## src/rtl/defect_irq_pkg.sv

```systemverilog
// Package: shared constants for the defect change interrupt controller.
// Assumes three defects in a fixed bit order that software relies on.
package defect_irq_pkg;
    localparam int DEF_W   = 3;
    localparam int REG_W   = 8;
    localparam int ADDR_W  = 2;

    // Bit positions used by every register.
    localparam int BIT_LOS = 0;
    localparam int BIT_SEF = 1;
    localparam int BIT_LOF = 2;

    typedef enum logic [ADDR_W-1:0] {
        A_ENABLE = 2'd0,
        A_STATUS = 2'd1,
        A_LEVEL  = 2'd2,
        A_SPARE  = 2'd3
    } reg_addr_e;
endpackage

```

## src/rtl/defect_sync.sv

```systemverilog
// Module: multi-stage synchronizer chain for a vector of level inputs.
// Assumes inputs are slow levels, so each bit is re-timed on its own.
module defect_sync #(
    parameter int W      = 3,
    parameter int STAGES = 2
) (
    input  logic         clk,
    input  logic         rst_n,
    input  logic [W-1:0] d_async,
    output logic [W-1:0] d_sync
);
    logic [W-1:0] stage_q [STAGES];

    genvar s;
    generate
        for (s = 0; s < STAGES; s++) begin : g_stage
            if (s == 0) begin : g_first
                // First flop samples the asynchronous input.
                always_ff @(posedge clk) begin
                    if (!rst_n) stage_q[0] <= '0;
                    else        stage_q[0] <= d_async;
                end
            end else begin : g_next
                // Later flops shift the sample along the chain.
                always_ff @(posedge clk) begin
                    if (!rst_n) stage_q[s] <= '0;
                    else        stage_q[s] <= stage_q[s-1];
                end
            end
        end
    endgenerate

    assign d_sync = stage_q[STAGES-1];
endmodule

```

## src/rtl/defect_edge.sv

```systemverilog
// Module: change detector; flags each bit whose level differs from last cycle.
// Assumes a synchronized input; reports rises and falls alike.
module defect_edge #(
    parameter int W = 3
) (
    input  logic         clk,
    input  logic         rst_n,
    input  logic [W-1:0] level,
    output logic [W-1:0] change
);
    logic [W-1:0] prev_q;

    // Keep a one-cycle-old copy of the level.
    always_ff @(posedge clk) begin
        if (!rst_n) prev_q <= '0;
        else        prev_q <= level;
    end

    assign change = level ^ prev_q;
endmodule

```

## src/rtl/defect_sticky.sv

```systemverilog
// Module: sticky event bits with clear-on-read; a set in the clearing cycle wins.
// Assumes clr is a single-cycle strobe from the register decoder.
module defect_sticky #(
    parameter int W = 3
) (
    input  logic         clk,
    input  logic         rst_n,
    input  logic [W-1:0] change,
    input  logic [W-1:0] enable,
    input  logic         clr,
    output logic [W-1:0] sticky
);
    logic [W-1:0] sticky_q;
    logic [W-1:0] keep;

    // Bits survive unless the status register is being read.
    always_comb keep = clr ? '0 : sticky_q;

    // Latch enabled changes; a new event overrides the clear.
    always_ff @(posedge clk) begin
        if (!rst_n) sticky_q <= '0;
        else        sticky_q <= keep | (change & enable);
    end

    assign sticky = sticky_q;
endmodule

```

## src/rtl/defect_irq_ctrl.sv

```systemverilog
// Module: top of the defect change interrupt controller.
// Re-times three defect levels, detects changes, latches the enabled ones and
// drives an interrupt. Assumes single-cycle read and write strobes.
module defect_irq_ctrl
    import defect_irq_pkg::*;
#(
    parameter int SYNC_STAGES = 2
) (
    input  logic              clk,
    input  logic              rst_n,
    input  logic              los_in,
    input  logic              sef_in,
    input  logic              lof_in,
    input  logic [ADDR_W-1:0] reg_addr,
    input  logic              reg_wr,
    input  logic [REG_W-1:0]  reg_wdata,
    input  logic              reg_rd,
    output logic [REG_W-1:0]  reg_rdata,
    output logic              irq
);
    localparam int PAD_W = REG_W - DEF_W;

    logic [DEF_W-1:0] raw_vec;
    logic [DEF_W-1:0] lvl_sync;
    logic [DEF_W-1:0] chg_evt;
    logic [DEF_W-1:0] en_q;
    logic [DEF_W-1:0] sticky_q;
    logic [REG_W-1:0] rd_mux;
    logic [REG_W-1:0] rdata_q;
    logic             rd_status;
    logic             unused_wdata;

    // Gather the defect pins into one vector in register bit order.
    always_comb begin
        raw_vec          = '0;
        raw_vec[BIT_LOS] = los_in;
        raw_vec[BIT_SEF] = sef_in;
        raw_vec[BIT_LOF] = lof_in;
    end

    defect_sync #(.W(DEF_W), .STAGES(SYNC_STAGES)) u_sync (
        .clk    (clk),
        .rst_n  (rst_n),
        .d_async(raw_vec),
        .d_sync (lvl_sync)
    );

    defect_edge #(.W(DEF_W)) u_edge (
        .clk   (clk),
        .rst_n (rst_n),
        .level (lvl_sync),
        .change(chg_evt)
    );

    // Decode a read of the status register.
    always_comb rd_status = reg_rd && (reg_addr == A_STATUS);

    defect_sticky #(.W(DEF_W)) u_sticky (
        .clk   (clk),
        .rst_n (rst_n),
        .change(chg_evt),
        .enable(en_q),
        .clr   (rd_status),
        .sticky(sticky_q)
    );

    // Enable register: writable only at its own address.
    always_ff @(posedge clk) begin
        if (!rst_n)                             en_q <= '0;
        else if (reg_wr && reg_addr == A_ENABLE) en_q <= reg_wdata[DEF_W-1:0];
    end

    assign unused_wdata = ^reg_wdata[REG_W-1:DEF_W];

    // Select the addressed register, zero-padded to the bus width.
    always_comb begin
        case (reg_addr)
            A_ENABLE: rd_mux = {{PAD_W{1'b0}}, en_q};
            A_STATUS: rd_mux = {{PAD_W{1'b0}}, sticky_q};
            A_LEVEL:  rd_mux = {{PAD_W{1'b0}}, lvl_sync};
            default:  rd_mux = '0;
        endcase
    end

    // Capture read data on a read strobe and hold it otherwise.
    always_ff @(posedge clk) begin
        if (!rst_n)      rdata_q <= '0;
        else if (reg_rd) rdata_q <= rd_mux;
    end

    assign reg_rdata = rdata_q;
    assign irq       = |sticky_q;
endmodule

```

## config.mk

```make
export PLATFORM = sky130hd
export DESIGN_NAME = defect_irq_ctrl
export DESIGN_NICKNAME = d
export VERILOG_FILES = /design/src/rtl/defect_irq_pkg.sv /design/src/rtl/defect_sync.sv /design/src/rtl/defect_edge.sv /design/src/rtl/defect_sticky.sv /design/src/rtl/defect_irq_ctrl.sv
export SDC_FILE = /design/constraint.sdc
export NUM_CORES = 1
export LEC_CHECK = 0
export BUFFER_PORTS_ARGS = -buffer_cell sky130_fd_sc_hd__buf_2
export CORE_MARGIN = 10
export CORE_UTILIZATION = 45
export CTS_BUF_LIST = sky130_fd_sc_hd__clkbuf_2
export CTS_CLUSTER_DIAMETER = 120
export DETAILED_ROUTE_END_ITERATION = 12
export PLACE_DENSITY = 0.76
export SLEW_MARGIN = 15
export SYNTH_ARGS = -nofsm -noshare
export SYNTH_HDL_FRONTEND = slang
export SYNTH_SLANG_ARGS = --single-unit
export TNS_END_PERCENT = 30
```

## constraint.sdc

```tcl
create_clock -name clk -period 0.9 [get_ports clk]
set_clock_uncertainty 0.15 [all_clocks]
set_input_delay 0.135 -clock clk [delete_from_list [all_inputs] [get_ports clk]]
set_output_delay 0.135 -clock clk [all_outputs]
set_load 0.03 [all_outputs]
```

### Word-level counts from Yosys, hierarchy flattened

Memory sizes are Yosys's and may differ from the RTL's.
Index checks and enable logic that the tools add are counted.

* memories: 1
* register bits: 17
* word-level logic and storage cells: 22
* input port bits: 17
* bits in writable memories: 6

* bitwise logic cells: 5
* multiplexer cells: 6
* reductions and logical operators: 4
* eq/ne operators: 2

Memories
* u_sync.stage_q: words 2, bits a word 3, read ports 2, clocked after memory_dff 0, wr ports 2, RTL line defect_sync.sv:12 `logic [W-1:0] stage_q [STAGES];`

Operator list (number)
* $mux W3: 3
* $pmux W3 S3: 1
* $and A3 B3 Y3: 1
* $or A3 B3 Y3: 1
* $reduce_or A3 Y1: 1
* $xor A3 B3 Y3: 1
* $eq A2 B1 Y1 const B: 1
* $eq A2 B2 Y1 const B: 1
* $logic_and A1 B1 Y1: 2
* $logic_not A2 Y1: 1
* $mux W1: 2
* $or A1 B1 Y1: 2

### Depth between registers and ports, before layout

* depth after elaboration: 4
* depth in mapped cells: 4
* depth with buffers taken out: 3

### Cells and area by module

Synthesis repeated with hierarchy kept, for this count alone.

* cells, all modules: 71
* area total of the unflattened synthesis: 732.0 um^2

Modules (own cells, without submodules)
* defect_irq_ctrl: cells each 38, times used 1, area an instance 355.3 um^2, sequential area each 120.1 um^2
* defect_sync: cells each 12, times used 1, area an instance 157.7 um^2, sequential area each 120.1 um^2
* defect_sticky: cells each 12, times used 1, area an instance 112.6 um^2, sequential area each 60.1 um^2
* defect_edge: cells each 9, times used 1, area an instance 106.4 um^2, sequential area each 60.1 um^2

### Worst setup path before layout

Ideal clock, no wire load.

* kind: flip-flop to output port
* start: register u_sticky.sticky_q[1] (netlist: u_sticky.sticky[1])
* end: output port irq
* path slack: -0.186 ns
* arrival time: 0.801 ns
* stages on the path, launching flop included: 2
* cell sequence: dfxtp_1 > or3_1

* longest elaborated chain between the ends: 1

RTL lines
* from (decl): RTL line defect_sticky.sv:13 `logic [W-1:0] sticky_q;`
* from (signal assigned): RTL line defect_sticky.sv:22 `else sticky_q <= keep | (change & enable);`
* $reduce_or A3 Y1: RTL line defect_irq_ctrl.sv:92 `assign irq = |sticky_q;`
* to (decl): RTL line defect_irq_ctrl.sv:19 `output logic irq`

Every way passes these cells.

### Worst setup path after layout

* start: register u_sticky.sticky_q[0] (netlist: u_sticky.sticky[0])
* end: output port irq

The elaborated chain is that of the path after synthesis.

==> results by stage <==
Status:
- The flow ran to the end, but the final reports show violations.
- The final reports fail on hold timing, setup timing.

Timing:
- Timing would allow up to ~0.69 GHz.
- The final critical-path required period is between 1 and 1.5 ns.
- The setup TNS after final layout is -1.624 ns.
- The number of pins exceeding their max-slew limit in the final report is 0.
- The worst path uses 160.5% of the clock period.
- The final worst hold slack is -0.05086 ns.
- The post-route worst setup slack is -0.5443 ns.
- Setup repair after global routing could not meet its margin everywhere.
- Setup violations remaining at the end of the flow were counted as 10.
- The total count of hold-check failures in the final report is 3.

Floorplanning:
- The starting density of the core is 47.92%.
- The width of the die is 60.06 um.
- The total number of placement rows is 14.
- The total die area is 3607 um2.
- In this run the vertical extent of the chip is between 60 and 70 um.
- During I/O placement, the number of pins put on the boundary was 26.
- The total core area is around 1500 um2.

Pwr:
- In this run switching power makes up 25.75% of total power.
- The internal portion of the total power is 0.001020 W.
- After layout, the design draws a total of approximately 0.0014 W.
- The net switching power of the design is between 0.0003 and 0.0004 W.
- The clock network fraction of total power is about a quarter.
- The sequential fraction of design power is 61.6%.
- The standby leakage power is ~0.42 nW.
- The worst-case IR drop observed on VDD is 924.7 uV.
- For this design the ratio of total power to cell area is between 1000 and 1500 nW/um2.
- In this run, the combinational gates consume 14.9% of the power.

Synth:
- The count of warnings emitted by yosys is 0.
- The synthesized design contains 0 enable-type register cells.
- The instance count of the mapped netlist is 68.
- In the post-synthesis netlist, the biggest area contributors are sky130_fd_sc_hd__dfxtp_1 50%, sky130_fd_sc_hd__mux2i_1 8.3%, sky130_fd_sc_hd__and2_1 7.8%.
- sky130_fd_sc_hd__dfxtp_1 is the most common cell in the netlist.
- In this run the biggest area consumer among cell types represents 49.91% of the synthesized area.
- The average instance area after synthesis is 10.62 um2.
- By count the netlist is led by 18 x sky130_fd_sc_hd__dfxtp_1, 9 x sky130_fd_sc_hd__and2_1, 6 x sky130_fd_sc_hd__mux2i_1, 6 x sky130_fd_sc_hd__nor2b_1, 5 x sky130_fd_sc_hd__buf_4.
- The mapped netlist covers 721.9 um2.
- The prevailing post-synth register cell is sky130_fd_sc_hd__dfxtp_1.
- The post-synthesis sequential element count is 18.
- Of the synthesized area, sequential elements account for 49.91%.
- The number of distinct library cells after synthesis is 20.
- Summed over all instances, the cell type with the most area after synthesis is sky130_fd_sc_hd__dfxtp_1.
- The async set-or-reset flop fraction in the synthesized netlist is 0%.

CTS:
- The number of hold buffers added after CTS was 4.
- The clock passes through at most 2 buffers.
- The clock transition at the registers of the reported paths is 0.15 ns.
- In this run the clock root is driven by a sky130_fd_sc_hd__clkbuf_2.
- After clock tree synthesis, the setup repair step added 0 buffers.
- TritonCTS created 3 clock buffers.
- The clock sink count is 18.
- TritonCTS built the clock tree.
- The clock latency at the later pin of the worst-skew pair is 0.30 ns.
- CTS built an H-tree with a depth of 1.

Layout:
- The repair_antennas step left the layout with diodes totalling 0.
- The finished layout holds 110 standard cells, fillers aside.
- Compared with the post-synthesis result, the final layout area differs by 32.93%.
- The net count reported at finish is roughly 110.
- The fraction of layout instances using a drive strength above 1 is 45.74%.

GRT:
- In the global route stage, overall resource usage came out at 8.124%.
- The via count of the first global-routing pass came to 502.
- Entering global routing, the biggest net connects 19 pins.
- For this run the aggregate overflow at the end of global routing stands at 0.
- The initial antenna violation count came to 0.
- The first global-routing pass estimated around 2300 um of wire.

Worst setup path:
- STA puts the critical path data arrival time at 1.16 ns.
- The category of the worst setup path launch point is a register.
- Of all nets on the critical path, the largest fanout is 2.
- In this run the register-to-register setup slack is -0.17 ns.
- STA puts the critical path data required time at 0.61 ns.
- The endpoint class of the critical path is a primary output.
- The worst setup path category is register to primary output.

Flow run:
- Across the run, the number of max-cap violations was 0.

Place:
- The HPWL after detailed placement is 1050 um.
- Routability-driven placement finished with a final weighted congestion of 0.8096.
- The number of buffer cells added on primary ports is 15.
- Including well taps, the total number of placed cells is a little over 100.

Routing:
- For this block, the routed nets add up to 1443 um of wire.
- The total via count in the routed design is 520.
- For this block, the initial DRC count from the detailed router was 5.
- In the routed layout, each cell is associated on average with a via count of 4.727.
- In the final routed layout, each cell accounts on average for 13.12 um.
- After detailed routing, the number of remaining DRC violations is 0.
- For this run, the detailed router's first-pass iteration total came to 4.
- The detail route stage leaves a number of antenna-violating nets equal to 0.

Hold path:
- The path type of the worst min-delay path is input pin to register.
==> power by group through the flow <==
| stage | sequential [W] | clock [W] | combinational (W) |
|---|---|---|---|
| finish | 0.000847 | 0.000323 | 0.000205 |
| global route | 0.000850 | 0.000349 | 0.000223 |
| CTS | 0.000844 | 0.000338 | 0.000199 |
| detailed placement | 0.000857 | 0 | 0.000173 |
| global placement | 0.000856 | 0 | 0.000172 |
| floorplan | 0.000870 | 0 | 0.000115 |
==> per-layer routing <==
metal	track usage (%)	share of wire (%)	vias to the layer above
li1	-	-	269
met1	9.951	43	223
met2	11.32	42	23
met3	3.602	12	5
met4	4.808	2.5	0
met5	0	0	-
==> placed cells by master (no fill, tap or decap), types with 3 or more instances in the layout <==
master,n
sky130_fd_sc_hd__and2_1,9
sky130_fd_sc_hd__dfxtp_2,11
sky130_fd_sc_hd__nor2b_1,6
sky130_fd_sc_hd__dfxtp_1,7
sky130_fd_sc_hd__conb_1,5
sky130_fd_sc_hd__buf_2,11
sky130_fd_sc_hd__mux2i_1,5
sky130_fd_sc_hd__buf_6,5
sky130_fd_sc_hd__o21ai_0,3
sky130_fd_sc_hd__clkbuf_2,3
sky130_fd_sc_hd__dlygate4sd3_1,3
sky130_fd_sc_hd__buf_4,6
==> worst max-delay path, stage by stage (launching register included) <==
cell and delay (ns):
sky130_fd_sc_hd__dfxtp_2 0.35, sky130_fd_sc_hd__or3_4 0.37, sky130_fd_sc_hd__buf_6 0.14
==> per-stage QoR <==
step	util [%]	area, um2	setup slack, ns
global placement	55.56	837.1	-0.2206
global route	63.70	959.7	-0.5695
finish	63.70	959.7	-0.5443
floorplan	-	742.0	-0.1158
CTS	61.96	933.4	-0.5633
detailed placement	55.56	837.1	-0.2191
==> worst paths after layout <==
| kind | cells after the start | from | endpoint |
|---|---|---|---|
| max | 2 | u_sticky.sticky[0] | irq |
| min | 3 | reg_wdata[2] | en_q[2] |
| max reg2reg | 4 | u_sticky.sticky[1] | reg_rdata[1] |
| min reg2reg | 1 | u_sync.stage_q[0][2] | u_sync.stage_q[1][2] |
==> flip-flops by register name, summed over array words and instances, names as in the netlist <==
register,flops
u_edge.prev_q,3
reg_rdata,3
en_q,3
u_sticky.sticky,3
u_sync.stage_q,6
==> cells by family (layout without fill, tap and decap cells) <==
group	after synthesis	after routing	synth area share [%]
and+or+nand+nor	23	23	21.49
other	1	5	0.5194
DFF	18	18	49.91
buffers and inverters	7	29	7.279
xor gates and xnor gates	3	3	3.640
muxes	6	6	8.319
AOI/OAI and AO/OA	10	10	8.837
==> area by class of cell <==
type                    instances  area, um2
fillers                       124      546.8
clock buffers                   3      15.01
multi-input cells              47      351.6
flip-flops and latches         18      374.1
repair buffers                 26      198.9
well taps                      16      20.02
==> repair_timing <==
action / in CTS / in global routing
pin swaps: 3 / 0
resized for setup: 18 / 7
hold endpoints to repair: 8 / 1
setup endpoints to repair: 10 / 13
Note: power is estimated with default switching activity, not from simulation.
